### config.mk
export PLATFORM = sky130hd
export DESIGN_NAME = sbank_ctrl
export DESIGN_NICKNAME = d
export VERILOG_FILES = /design/src/rtl/sbank_ctrl.sv
export SDC_FILE = /design/constraint.sdc
export NUM_CORES = 1
export LEC_CHECK = 0
export BUFFER_PORTS_ARGS = -buffer_cell sky130_fd_sc_hd__buf_2
export CAP_MARGIN = 40
export CORE_AREA = 4 4 62 64
export DETAILED_ROUTE_END_ITERATION = 12
export DIE_AREA = 0 0 66 68
export PLACE_DENSITY = 0.77
export SYNTH_ARGS = -nofsm -noshare
export SYNTH_HDL_FRONTEND = slang
export SYNTH_SLANG_ARGS = --single-unit
export TNS_END_PERCENT = 10
### constraint.sdc
create_clock -name clk -period 1.4 [get_ports clk]
set_input_delay 0.28 -clock clk [delete_from_list [all_inputs] [get_ports clk]]
set_output_delay 0.28 -clock clk [all_outputs]
set_load 0.02 [all_outputs]
### src/rtl/sbank_ctrl.sv
module sbank_ctrl #(
  parameter int PRG_AW = 19,
  parameter int CHR_AW = 15
) (
  input  logic              clk,
  input  logic              rst_n,
  input  logic              cpu_we,
  input  logic [15:0]       cpu_addr,
  input  logic [7:0]        cpu_wdata,
  input  logic [12:0]       ppu_addr,
  output logic [PRG_AW-1:0] prg_addr,
  output logic [CHR_AW-1:0] chr_addr,
  output logic [1:0]        mirror
);
  localparam bit BIG = (PRG_AW > 18);

  logic [4:0] sh, ctrl, chr_a, chr_b;
  logic [3:0] prg;
  logic [2:0] cnt;
  logic       outer, last;

  wire       take = cpu_we & cpu_addr[15] & ~last;
  wire [4:0] nxt  = {cpu_wdata[0], sh[4:1]};
  wire [4:0] cval = BIG ? {1'b0, nxt[3:0]} : nxt;

  always_ff @(posedge clk) begin
    if (!rst_n) begin
      sh <= '0; cnt <= '0; ctrl <= 5'h0C;
      chr_a <= '0; chr_b <= '0; prg <= '0;
      outer <= 1'b0; last <= 1'b0;
    end else begin
      last <= take;
      if (take) begin
        if (cpu_wdata[7]) begin
          sh <= '0;
          cnt <= '0;
          ctrl <= ctrl | 5'h0C;
        end else if (cnt == 3'd4) begin
          sh <= '0;
          cnt <= '0;
          case (cpu_addr[14:13])
            2'd0: ctrl <= nxt;
            2'd1: begin
              chr_a <= cval;
              if (BIG) outer <= nxt[4];
            end
            2'd2: chr_b <= cval;
            default: prg <= nxt[3:0];
          endcase
        end else begin
          sh <= nxt;
          cnt <= cnt + 3'd1;
        end
      end
    end
  end

  logic [3:0] bank16;
  always_comb begin
    if (!ctrl[3])      bank16 = {prg[3:1], cpu_addr[14]};
    else if (!ctrl[2]) bank16 = cpu_addr[14] ? prg : 4'h0;
    else               bank16 = cpu_addr[14] ? 4'hF : prg;
  end

  wire [17:0] inner = {bank16, cpu_addr[13:0]};

  generate
    if (BIG) begin : g_big
      assign prg_addr = {outer, inner};
    end else begin : g_small
      assign prg_addr = inner[PRG_AW-1:0];
    end
  endgenerate

  wire [4:0]  cbank = ctrl[4] ? (ppu_addr[12] ? chr_b : chr_a)
                              : {chr_a[4:1], ppu_addr[12]};
  wire [16:0] cfull = {cbank, ppu_addr[11:0]};

  assign chr_addr = cfull[CHR_AW-1:0];
  assign mirror   = ctrl[1:0];
endmodule

==> impl_metrics.tcl <==
set metrics [dict create \
    cts_hold_buf 0 \
    routed_wl_microns 2950 \
    clkSinkCount 24 \
    grt_pass1_wl_microns 4710 \
    hold_class "in -> reg" \
    yosys-top-cells-count "buf_4, a21oi_1, dfxtp_1" \
    synth_nets 211 \
    antenna_found_initial 0 \
    cp_slowest_cell "dfxtp_2" \
    max_slew_margin 0.753 \
    io_pins 76 \
    avgSynthCellArea_sq_um 8.31 \
    synth-xor-area-share 0 \
    synthSimpleGateAreaFrac 0.242 \
    gr-usage-all-layers 0.133 \
    antennaDiodeCount 0 \
    nNetsFinal 203 \
    dp_hpwl_microns 2010 \
    nFillCells 317 \
    post_dp_cell_area_sq_um 1310 \
    crit_required_ps 1120 \
    synth_compound_area_frac 0.182 \
    ys_ff_latch 24 \
    path_cells "nand2_4, mux2_4, buf_6" \
    holdPathStages 2 \
    finalHoldViolations 0 \
    crit_type "reg -> out" \
    rsz0062_at_grt "yes" \
    worstPathArrival_ps 1200 \
    whs_ps 152 \
    async_reset_ff_frac 0 \
    clk_latency_ps 320 \
    muxShareOfSynthArea 0.0160 \
    synthTopCellsByArea "dfxtp_1, buf_4, a21oi_1" \
    drt_pass1_iterations 4 \
    period_minus_slack_ps 1480 \
    r2r_slack_ps 80 \
    via_per_inst 5.42 \
    synth_edf_count 0 \
    ant_nets 0 \
    reg2regPathDepth 5 \
    synthAdderAreaFrac 0.0178 \
    core_area_sq_um 3280 \
    drv_slew 0 \
    synth_top_family_by_area "simple AND/OR/NAND/NOR gates" \
    area_delta_synth_final_pct 3.21 \
    crit_fanout 3 \
    finalSetupTns_ps -259 \
    wl_per_cell_microns 14.3 \
    grt_pass1_vias 1024 \
    synth_ff_type "dfxtp_1" \
    powerDensity_nw_per_um2 915 \
    startpoint_type "flip-flop" \
    num_rows 21 \
    dieArea_sq_um 4490 \
    htree_levels 1 \
    initial_utilization 0.427 \
    cts-root-buf "clkbuf_4" \
    ys_seq_area_frac 0.342 \
    synth_most_common_cell "buf_4" \
    via_count 1116 \
    clock_path_buffers 2 \
    tightestPinTransition_ps 370 \
    gp_congestion 0.725 \
    finalSetupViolCount 6 \
    die_h_microns 68 \
    final_area_sq_um 1450 \
    outcome "finished with violations" \
    drc 0 \
    drtIter0Drc 30 \
    synth_cells 169 \
    slowest_delay_ps 380 \
    clkSlewWorstSetupHoldPaths_ps 150 \
    cts_tree "yes" \
    syn_area_sq_um 1400 \
    violations "setup timing" \
    io_buffer_count 19 \
    synth.top_cell.area_share 0.342 \
    synth_top_area_cell "dfxtp_1" \
    min_period_over_period 1.06 \
    ir_drop_uv 500 \
    grt.overflow.total 0 \
    drv_cap 0 \
    synth.distinct_cells 29 \
    finClkSkew_ps 11.0 \
    grt_max_degree 23 \
    worst_slack_ps -81.2 \
    layout-drive-gt1-share 0.263 \
    max_freq_mhz 675 \
    yosysWarnings 0 \
    die_w_microns 66 \
    numCtsBuffers 3 \
    critPathCaptureType "output port" \
    leakage_nw 0.536 \
]
==> registers in the layout, indices dropped and copies added (netlist names) <==
signal,flops
ctrl,5
prg,4
sh,4
chr_a,3
chr_b,3
cnt,3
last,1
outer,1
==> cell usage in the layout (no fill, tap or decap), drive strengths merged, types with 4 or more instances in the layout <==
| cell type | count |
|---|---|
| a21oi | 26 |
| dfxtp | 24 |
| buf | 24 |
| o21ai | 15 |
| nor2 | 13 |
| nand3 | 11 |
| nand4 | 5 |
| nor3 | 5 |
| a32oi | 4 |
| nand2 | 4 |
==> critical path: cells and delay by family, from the launching register on <==
family | cells | cell delay, ps
multiplexers | 1 | 300
AND/OR/NAND/NOR | 1 | 60
buffers and inverters | 1 | 130
flip-flops | 1 | 380
==> per-layer routing <==
layer  vias to the layer above  wire length (microns)  GRT usage
met5                         -                      0          0
li1                        566                      -          -
met4                         0                     32     0.0457
met2                        29                   1410      0.225
met1                       517                   1340      0.168
met3                         4                    172     0.0279
==> stage by stage <==
stage | setup slack [ps] | utilization | std cells | total power (W)
floorplan | 161 | - | 169 | 0.000884
global placement | 18.2 | 0.398 | 200 | 0.000817
detailed placement | -65.6 | 0.398 | 200 | 0.000819
CTS | -98.9 | 0.430 | 206 | 0.00132
global route | -116 | 0.441 | 206 | 0.00136
finish | -81.2 | 0.441 | 206 | 0.00133
==> cell families (layout without fill, tap and decap cells) <==
| family | Yosys count | in the layout |
|---|---|---|
| and+or+nand+nor | 54 | 54 |
| DFF | 24 | 24 |
| buffers and inverters | 40 | 31 |
| adders and majority gates | 2 | 2 |
| AOI/OAI and AO/OA | 47 | 47 |
| muxes | 2 | 2 |
==> path summary, 6_finish.rpt <==
check                                        endpoint                  start
worst max register to register   ctrl[3]$_SDFFE_PN1P_    cnt[0]$_SDFFE_PN0P_
worst max-delay path                     chr_addr[13]   ctrl[4]$_SDFFE_PN0P_
worst min-delay path             ctrl[2]$_SDFFE_PN1P_                  rst_n
worst min register to register  chr_a[1]$_SDFFE_PN0P_  chr_a[1]$_SDFFE_PN0P_
==> what timing repair did <==
item,CTS,global route
resized for setup,12,8
endpoints found under the setup margin,11,11
buffers inserted,2,0
pin swaps,1,3
==> power by group <==
group / leakage, nW / total, W / switching [W] / internal, W
Combinational: 0.314 / 0.000125 / 0.0000779 / 0.0000469
Clock: 0.0279 / 0.000513 / 0.000223 / 0.000290
Sequential: 0.194 / 0.000688 / 0.00000308 / 0.000685
==> final cells by class <==
class                   count  area (sq um)  area share
clock buffers               3          22.5      0.0155
multi-input cells         105           692       0.478
well taps                  46          57.6      0.0397
clock inverters             1          30.0      0.0207
flip-flops and latches     24           485       0.335
repair buffers             24           150       0.104
inverters                   3          11.3     0.00777
No activity file was read; power rests on OpenSTA's default activity.
